<file path="config.mk">
export PLATFORM = sky130hd
export DESIGN_NAME = adcal_seq
export DESIGN_NICKNAME = d
export VERILOG_FILES = /design/src/rtl/adcal_pkg.sv /design/src/rtl/adcal_ctrl.sv /design/src/rtl/adcal_store.sv /design/src/rtl/adcal_gain.sv /design/src/rtl/adcal_seq.sv
export SDC_FILE = /design/constraint.sdc
export NUM_CORES = 1
export LEC_CHECK = 0
export CAP_MARGIN = 20
export CELL_PAD_IN_SITES_DETAIL_PLACEMENT = 1
export CELL_PAD_IN_SITES_GLOBAL_PLACEMENT = 1
export CORE_ASPECT_RATIO = 0.75
export CORE_MARGIN = 2
export CORE_UTILIZATION = 44
export DETAILED_ROUTE_END_ITERATION = 7
export PLACE_DENSITY_LB_ADDON = 0.1
export SLEW_MARGIN = 20
export SYNTH_ARGS = -nofsm -noshare
export SYNTH_HDL_FRONTEND = slang
export SYNTH_SLANG_ARGS = --single-unit
</file>
<file path="constraint.sdc">
create_clock -name clk -period 4.5 [get_ports clk]
set_input_delay 0.675 -clock clk [delete_from_list [all_inputs] [get_ports clk]]
set_output_delay 0.675 -clock clk [all_outputs]
set_load 0.01 [all_outputs]
</file>
<file path="src/rtl/adcal_pkg.sv">
package adcal_pkg;

   typedef enum logic {
      ST_IDLE = 1'b0,
      ST_RUN  = 1'b1
   } cal_state_e;

   localparam int CTL_START_BIT = 0;
   localparam int CTL_TRIG_BIT  = 1;
   localparam int CTL_IEN_BIT   = 2;
   localparam int CTL_CLR_BIT   = 3;

   localparam int STS_ACT_BIT   = 0;
   localparam int STS_TRIG_BIT  = 1;
   localparam int STS_IEN_BIT   = 2;
   localparam int STS_DONE_BIT  = 3;
   localparam int STS_FAIL_BIT  = 4;

endpackage

</file>
<file path="src/rtl/adcal_ctrl.sv">
module adcal_ctrl
   import adcal_pkg::*;
#(
   parameter int NSTEP  = 15,
   parameter int STEP_W = 4
) (
   input  logic              clk,
   input  logic              rst_n,
   input  logic              wr_en,
   input  logic              wr_ctl,
   input  logic              wr_start,
   input  logic              wr_trig,
   input  logic              wr_ien,
   input  logic              wr_clr,
   input  logic              stop_req,
   input  logic              cnv_ack,
   output logic              running,
   output logic              fail,
   output logic              done,
   output logic              trig_sel,
   output logic              int_en,
   output logic [STEP_W-1:0] step,
   output logic              cap_we
);

   localparam logic [STEP_W-1:0] LAST_STEP = STEP_W'(NSTEP - 1);

   cal_state_e state;
   logic       abort_req;

   assign running   = (state == ST_RUN);
   assign abort_req = running && (wr_en || stop_req);
   assign cap_we    = running && cnv_ack && !abort_req;

   always_ff @(posedge clk or negedge rst_n) begin
      if (!rst_n) begin
         state    <= ST_IDLE;
         fail     <= 1'b0;
         done     <= 1'b0;
         trig_sel <= 1'b0;
         int_en   <= 1'b0;
         step     <= '0;
      end else begin
         unique case (state)
            ST_RUN: begin
               if (abort_req) begin
                  state <= ST_IDLE;
                  fail  <= 1'b1;
               end else if (cnv_ack) begin
                  if (step == LAST_STEP) begin
                     state <= ST_IDLE;
                     done  <= 1'b1;
                  end else begin
                     step <= step + 1'b1;
                  end
               end
            end
            default: begin
               if (wr_en && wr_ctl) begin
                  trig_sel <= wr_trig;
                  int_en   <= wr_ien;
                  if (wr_clr) done <= 1'b0;
                  if (wr_start) begin
                     if (wr_trig || stop_req) begin
                        fail <= 1'b1;
                     end else begin
                        state <= ST_RUN;
                        step  <= '0;
                        fail  <= 1'b0;
                        done  <= 1'b0;
                     end
                  end
               end
            end
         endcase
      end
   end

endmodule

</file>
<file path="src/rtl/adcal_store.sv">
module adcal_store #(
   parameter int NSTEP  = 15,
   parameter int DATA_W = 16,
   parameter int STEP_W = 4
) (
   input  logic              clk,
   input  logic              rst_n,
   input  logic              cap_we,
   input  logic [STEP_W-1:0] cap_idx,
   input  logic [DATA_W-1:0] cap_data,
   input  logic [NSTEP-1:0]  sw_hit,
   input  logic [DATA_W-1:0] sw_data,
   output logic [DATA_W-1:0] words [NSTEP]
);

   for (genvar i = 0; i < NSTEP; i++) begin : g_word
      always_ff @(posedge clk or negedge rst_n) begin
         if (!rst_n) begin
            words[i] <= '0;
         end else if (cap_we && (cap_idx == STEP_W'(i))) begin
            words[i] <= cap_data;
         end else if (sw_hit[i]) begin
            words[i] <= sw_data;
         end
      end
   end

endmodule

</file>
<file path="src/rtl/adcal_gain.sv">
module adcal_gain #(
   parameter int NSTEP  = 15,
   parameter int DATA_W = 16,
   parameter int BASE   = 2,
   parameter int CNT    = 6
) (
   input  logic [DATA_W-1:0] words [NSTEP],
   output logic [DATA_W-1:0] gain
);

   logic [DATA_W-1:0] acc;

   always_comb begin
      acc = '0;
      for (int k = 0; k < CNT; k++) begin
         acc = acc + words[BASE + k];
      end
      gain = (acc >> 1) | {1'b1, {(DATA_W-1){1'b0}}};
   end

endmodule

</file>
<file path="src/rtl/adcal_seq.sv">
module adcal_seq
   import adcal_pkg::*;
#(
   parameter int DATA_W     = 16,
   parameter int ADDR_W     = 5,
   parameter int SIDE_WORDS = 7,
   parameter bit GAIN_HW    = 1'b1
) (
   input  logic              clk,
   input  logic              rst_n,
   input  logic              wr_en,
   input  logic [ADDR_W-1:0] wr_addr,
   input  logic [DATA_W-1:0] wr_data,
   input  logic [ADDR_W-1:0] rd_addr,
   output logic [DATA_W-1:0] rd_data,
   input  logic              stop_req,
   output logic              cnv_req,
   output logic [$clog2(1+2*SIDE_WORDS)-1:0] cnv_step,
   input  logic              cnv_ack,
   input  logic [DATA_W-1:0] cnv_data,
   output logic              cal_active,
   output logic              cal_fail,
   output logic              conv_done,
   output logic              irq
);

   localparam int NSTEP      = 1 + 2 * SIDE_WORDS;
   localparam int STEP_W     = $clog2(NSTEP);
   localparam int GAIN_P_ADR = NSTEP + 1;
   localparam int GAIN_M_ADR = NSTEP + 2;

   initial begin
      assert (DATA_W >= 8) else $error("adcal_seq: DATA_W too small");
      assert (SIDE_WORDS >= 2) else $error("adcal_seq: SIDE_WORDS below 2");
      assert (GAIN_M_ADR < (1 << ADDR_W)) else $error("adcal_seq: ADDR_W too narrow for map");
   end

   logic              running, fail, done, trig_sel, int_en, cap_we;
   logic [STEP_W-1:0] step;
   logic              wr_ctl;
   logic [NSTEP-1:0]  sw_hit;
   logic [DATA_W-1:0] words [NSTEP];
   logic [DATA_W-1:0] gain_p, gain_m;

   assign wr_ctl = (wr_addr == '0);

   always_comb begin
      for (int k = 0; k < NSTEP; k++) begin
         sw_hit[k] = wr_en && !running && (wr_addr == ADDR_W'(k + 1));
      end
   end

   adcal_ctrl #(
      .NSTEP  (NSTEP),
      .STEP_W (STEP_W)
   ) u_ctrl (
      .clk      (clk),
      .rst_n    (rst_n),
      .wr_en    (wr_en),
      .wr_ctl   (wr_ctl),
      .wr_start (wr_data[CTL_START_BIT]),
      .wr_trig  (wr_data[CTL_TRIG_BIT]),
      .wr_ien   (wr_data[CTL_IEN_BIT]),
      .wr_clr   (wr_data[CTL_CLR_BIT]),
      .stop_req (stop_req),
      .cnv_ack  (cnv_ack),
      .running  (running),
      .fail     (fail),
      .done     (done),
      .trig_sel (trig_sel),
      .int_en   (int_en),
      .step     (step),
      .cap_we   (cap_we)
   );

   adcal_store #(
      .NSTEP  (NSTEP),
      .DATA_W (DATA_W),
      .STEP_W (STEP_W)
   ) u_store (
      .clk      (clk),
      .rst_n    (rst_n),
      .cap_we   (cap_we),
      .cap_idx  (step),
      .cap_data (cnv_data),
      .sw_hit   (sw_hit),
      .sw_data  (wr_data),
      .words    (words)
   );

   if (GAIN_HW) begin : g_gain_hw
      adcal_gain #(
         .NSTEP  (NSTEP),
         .DATA_W (DATA_W),
         .BASE   (2),
         .CNT    (SIDE_WORDS - 1)
      ) u_gain_p (
         .words (words),
         .gain  (gain_p)
      );
      adcal_gain #(
         .NSTEP  (NSTEP),
         .DATA_W (DATA_W),
         .BASE   (SIDE_WORDS + 2),
         .CNT    (SIDE_WORDS - 1)
      ) u_gain_m (
         .words (words),
         .gain  (gain_m)
      );
   end else begin : g_gain_sw
      always_ff @(posedge clk or negedge rst_n) begin
         if (!rst_n) begin
            gain_p <= '0;
            gain_m <= '0;
         end else if (wr_en && !running) begin
            if (wr_addr == ADDR_W'(GAIN_P_ADR)) gain_p <= wr_data;
            if (wr_addr == ADDR_W'(GAIN_M_ADR)) gain_m <= wr_data;
         end
      end
   end

   always_comb begin
      rd_data = '0;
      if (rd_addr == '0) begin
         rd_data[STS_ACT_BIT]  = running;
         rd_data[STS_TRIG_BIT] = trig_sel;
         rd_data[STS_IEN_BIT]  = int_en;
         rd_data[STS_DONE_BIT] = done;
         rd_data[STS_FAIL_BIT] = fail;
      end else if (rd_addr == ADDR_W'(GAIN_P_ADR)) begin
         rd_data = gain_p;
      end else if (rd_addr == ADDR_W'(GAIN_M_ADR)) begin
         rd_data = gain_m;
      end else begin
         for (int k = 0; k < NSTEP; k++) begin
            if (rd_addr == ADDR_W'(k + 1)) rd_data = words[k];
         end
      end
   end

   assign cnv_req    = running;
   assign cnv_step   = step;
   assign cal_active = running;
   assign cal_fail   = fail;
   assign conv_done  = done;
   assign irq        = done && int_en;

endmodule

</file>
Yosys cells after proc, flatten, opt, wreduce, memory -nomap -nowiden

Cells that the tools add are included.

Flip-flop bits (word level): 249
Bits in latches: 0
Memory bits (writable): 0
ROM bits: 0
Output and inout port bits: 25
Logic and storage cells: 225
Memories: 0

Add/subtract/negate cells: 11
$mul: 0
Divide/modulo/power cells: 0
Order comparisons: 0
Equal/unequal tests: 52
Shift-type cells: 0
Mux-type cells: 76
Bitwise logic cells: 1
Reduce and logical (&&, ||, !) cells: 64

Operators by type and width:

| kind                                                 | count |
|---|---|
| 2-to-1 mux 16 bit                                    | 47 |
| adder 16 bit                                         | 10 |
| equality test 5 x 4 -> 1 bit (second input constant) | 16 |
| equality test 5 x 3 -> 1 bit (second input constant) | 8 |
| logical AND 1 bit                                    | 36 |
| nonzero test 2 bit                                   | 17 |
| equality test 4 bit (second input constant)          | 7 |
| 2-to-1 mux 4 bit                                     | 7 |
| equality test 5 x 2 -> 1 bit (second input constant) | 4 |
| 2-to-1 mux 1 bit                                     | 20 |
| equality test 4 x 3 -> 1 bit (second input constant) | 4 |
| 2-to-1 mux 11 bit                                    | 1 |
| equality test 5 x 1 -> 1 bit (second input constant) | 2 |
| equality test 5 bit (second input constant)          | 2 |
| logical NOT 5 bit                                    | 2 |
| != test 2 bit (second input constant)                | 5 |
| equality test 4 x 2 -> 1 bit (second input constant) | 2 |
| AND reduction 6 bit                                  | 1 |
| 2-to-1 mux 5 bit                                     | 1 |
| adder 4 x 1 -> 4 bit (second input constant)         | 1 |
| equality test 4 x 1 -> 1 bit (second input constant) | 1 |
| logical NOT 4 bit                                    | 1 |
| AND reduction 4 bit                                  | 1 |
| AND reduction 3 bit                                  | 1 |
| 5 further kinds                                      | 7 |

Longest topological paths before layout

Depth after elaboration: 19
Mapped depth: 16
Gate-level depth less buffers: 16

Modules after synthesis

Synthesis repeated with hierarchy kept, for this count alone.

Cell total of the unflattened synthesis: 1,961
Area total of the unflattened synthesis: 20,618.5 µm²

Modules (own cells, without submodules):

| module                          | times used | cells an instance | area an instance (µm²) | sequential area each (µm²) |
|---|---|---|---|---|
| adcal_store                     | 1          | 829               | 12,104.1               | 6,005.8 |
| adcal_seq                       | 1          | 501               | 3,179.3                | 0.0 |
| adcal_gain (g_gain_hw.u_gain_m) | 1          | 310               | 2,493.6                | 0.0 |
| adcal_gain (g_gain_hw.u_gain_p) | 1          | 277               | 2,353.5                | 0.0 |
| adcal_ctrl                      | 1          | 44                | 488.0                  | 225.2 |

Worst setup path before layout

Ideal clock, no wire load.

Path type: reg2out
Start: register u_store.words[50] (netlist name)
End: output rd_data[13]
Arrival time: 4.054 ns
Slack: -0.229 ns
Cell stages (with the launch flop): 15
Buffers on the path: 0
Cell sequence: dfrtp_1 > fa_1 > fa_1 > inv_1 > fa_1 > inv_1 > ha_1 > fa_1 > a21o_1 > a21oi_2 > o21ai_1 > a2111oi_2 > mux2i_1 > a2bb2oi_1 > nor3_1

Longest elaborated chain between the ends: 7

RTL lines:

| item                              | line              | text |
|---|---|---|
| from (decl)                       | adcal_store.sv:13 | `output logic [DATA_W-1:0] words [NSTEP]` |
| from (signal, indexed assignment) | adcal_store.sv:21 | `words[i] <= cap_data;` |
| from (signal, indexed assignment) | adcal_store.sv:23 | `words[i] <= sw_data;` |
| adder 16 bit (4 in a row)         | adcal_gain.sv:16  | `acc = acc + words[BASE + k];` |
| 2-to-1 mux 16 bit                 | adcal_seq.sv:132  | `end else if (rd_addr == ADDR_W'(GAIN_M_ADR)) begin` |
| 2-to-1 mux 16 bit                 | adcal_seq.sv:130  | `end else if (rd_addr == ADDR_W'(GAIN_P_ADR)) begin` |
| 2-to-1 mux 11 bit                 | adcal_seq.sv:124  | `if (rd_addr == '0) begin` |
| to (decl)                         | adcal_seq.sv:15   | `output logic [DATA_W-1:0] rd_data,` |

Every way passes these cells.

Worst setup path in the final report

Start: register u_store.words[2] (netlist name)
End: output rd_data[14]

Longest elaborated chain between the ends: 4

RTL lines:

| item              | line |
|---|---|
| adder 16 bit      | adcal_gain.sv:16 |
| 2-to-1 mux 16 bit | adcal_seq.sv:132 |
| 2-to-1 mux 16 bit | adcal_seq.sv:130 |
| 2-to-1 mux 11 bit | adcal_seq.sv:124 |

Every way passes these cells.

==> impl_metrics.csv <==
group,metric,value,unit
drt,routed_wl,85400,um
floorplan,start_util,44.6,%
global_route,grt_max_degree,95,
worst_setup_path,r2r_start,"u_ctrl.running",
global_route,grt_pass1_wl,126000,um
placed_design,place_ws,-0.933,ns
worst_setup_path,crit_arrival,4.83,ns
yosys,ys_ff_latch,249,
worst_setup_path,r2r.worst_path.cells,8,
clocking,h-tree-depth,1,
worst_setup_path,worstSetupStartpoint,"u_store.words[2]",
sta,fin_hold_ws,0.159,ns
yosys,synth_async_sr_flop_share,100,%
sta,worstMarginPinSlew,1.09,ns
worst_setup_path,crit_type,"reg2out",
pwr,total_power,18.4,mW
finish,drive_above_1_share,23.7,%
min_path,holdCritPathClass,"in2async",
drt,highest_layer,"met4",
worst_setup_path,end_kind,"output port",
worst_setup_path,required,3.83,ns
pwr,ir_drop,0.515,mV
clocking,clock-root-buffer,"clkbuf_16",
worst_setup_path,slowest_stage,"fa_1",
clocking,clk_latency,0.60,ns
pwr,p_leak,11.5,nW
worst_setup_path,start_kind,"flip-flop",
worst_setup_path,timing.rr.end,"u_store.words[123]",
placed_design,routabilityCongestion,0.972,
drt,wire_per_inst,28.7,um
yosys,synth_nets,2258,
yosys,synth_compound_area_share,18.2,%
finish,area_growth,29.7,%
yosys,synth_edf_count,0,
finish,most-common-layout-cells,"buf_4, nand2_1, dfrtp_1",
floorplan,placementRows,64,
placed_design,place_area,22000,um2
yosys,synthSimpleGateAreaFrac,14.6,%
global_route,grt_pass1_vias,19300,
pwr,powerDensity,781,nW/um2
job,cap_violations,0,
floorplan,die_area,43000,um2
drt,met2_length,37300,um
yosys,syn_area_per_cell,8.82,um2
yosys,synthAdderAreaFrac,15.1,%
finish,final_common_cell,"buf_4",
floorplan,core_area,40800,um2
sta,drv_slew,0,
floorplan,die_w,239,um
sta,hold_viol,0,
sta,slew_headroom,26.9,%
yosys,synth-xor-area-share,1.69,%
sta,fmax,182,MHz
sta,fin_skew,0.0153,ns
outcome,status,"complete, but fails checks",
placed_design,place_hpwl,60100,um
finish,final_core_util,57.9,%
global_route,grt.total_usage,39.7,%
yosys,ys_seq_area_share,34.3,%
clocking,holdBufCountCts,0,
drt,ant_nets,0,
clocking,clk_pin_slew,0.06,ns
clocking,clock_path_buffers,3,
yosys,synth_cell_types,78,
clocking,cts_sinks,249,
sta,period_share,122,%
drt,wl_met1,35500,um
sta,fin_crit,5.50,ns
yosys,synth_cells,2063,
sta,rsz0062_at_grt,"yes",
worst_setup_path,cp_cell_sequence,"inv_2 > fa_1 > inv_1 > fa_1 > inv_1 > fa_1 > inv_1 > ha_2 > buf_4 > a21oi_4 > o211ai_2 > or2b_1 > a2111o_1 > a2111oi_4 > o21bai_4 > o22ai_4 > buf_2",
yosys,synth_top_family_by_area,"compound AO/OA/AOI/OAI gates",
yosys,syn_area,18200,um2
yosys,ys_warn_count,0,
sta,setup_ws,-1.00,ns
clocking,cts_tree,"yes",
drt,num_vias,18400,
yosys,synthFlopType,"dfrtp_1",
floorplan,die_h,180,um
drt,first_pass_iters,7,
yosys,synthMuxAreaShare,7.56,%
sta,setup_viol,13,
worst_setup_path,reg2reg_slack,1.82,ns
outcome,violations,"setup timing",
floorplan,num_io_pins,72,
drt,first_iter_violations,2089,
clocking,cts_made_buffers,29,
finish,final_area,23600,um2
drt,routed-wl-met3,9480,um
worst_setup_path,critPathMaxFanout,2,
global_route,antenna_found_initial,3,
placed_design,io_buffers,71,
worst_setup_path,slowest_delay,0.54,ns
global_route,grt_overflow,0,
finish,fin_nets,2626,
drt,viasPerCell,6.18,
drt,remaining_drc_errors,0,
-- metrics by stage --
step / setup TNS [ns] / std cells
after floorplan: 0 / 2063
after global placement: -6.74 / 2910
after detailed placement: -7.91 / 2910
after CTS: -9.01 / 2976
after global routing: -10.80 / 2980
final: -9.58 / 2981
-- final cells by class --
type	instances	area, um2
Fill cell	4640	17200
Clock buffer	42	855
Inverter	265	997
Tap cell	528	661
Multi-Input combinational cell	1420	11000
Clock inverter	10	81.3
Sequential cell	249	6230
Antenna cell	1	2.50
Timing Repair Buffer	466	3810
-- cell families after synthesis --
family	after synthesis
and+or+nand+nor	608
AOI/OAI and AO/OA	492
adders and majority gates	148
buffers and inverters	394
muxes	137
xor gates and xnor gates	35
DFF	249
-- synth_stat cells (24+ instances only) --
cell      number  area, um2
xnor2_1       27        236
a22oi_1      138       1040
a21oi_1      107        536
nand2_1      346       1300
buf_2         29        145
mux2i_1      134       1340
nand3_1       24        120
fa_1         118       2360
clkbuf_1      89        334
o21ai_0       57        285
ha_1          30        375
nor2_1       129        484
o21ai_1       35        175
dfrtp_1      249       6230
inv_1        263        987
-- sequential cells by signal (all words and copies together), names as in the netlist --
signal,cells
u_ctrl.done,1
u_ctrl.fail,1
u_ctrl.step,4
u_ctrl.int_en,1
u_store.words,240
u_ctrl.trig_sel,1
u_ctrl.running,1
-- repair_timing --
item | in CTS | in global routing
resized for setup | 125 | 50
endpoints found under the setup margin | 16 | 16
pin swaps | 44 | 40
buffers inserted | 15 | 7
-- power breakdown --
part / internal, mW / leakage, nW / total, mW / switching (mW)
Clock: 1.37 / 0.467 / 2.42 / 1.05
Sequential: 2.66 / 3.21 / 2.96 / 0.299
Combinational: 6.23 / 7.83 / 13.0 / 6.81
-- critical path, delay by kind of cell (launching register included) --
family / cells / cell delay (ns)
AOI/OAI and AO/OA: 6 / 1.39
adders and majority gates: 4 / 1.67
buffers and inverters: 6 / 0.50
DFF: 1 / 0.37
and+or+nand+nor: 1 / 0.29
-- per-layer routing --
layer	GRT usage (%)	vias to the layer above
met5	0	-
li1	-	7705
met3	8.72	222
met2	60.5	1051
met1	56.5	9443
met4	12.6	0
-- how the worst max path moves through the flow --
stage                       end  slack (ns)  cells past startpoint
finish              rd_data[14]       -1.00                     17
global route        rd_data[13]       -1.14                     18
CTS                 rd_data[13]       -1.05                     18
detailed placement  rd_data[13]       -0.93                     18
global placement    rd_data[13]       -0.89                     18
floorplan           rd_data[13]       0.002                     14
Power figures use the tool's default switching activity.
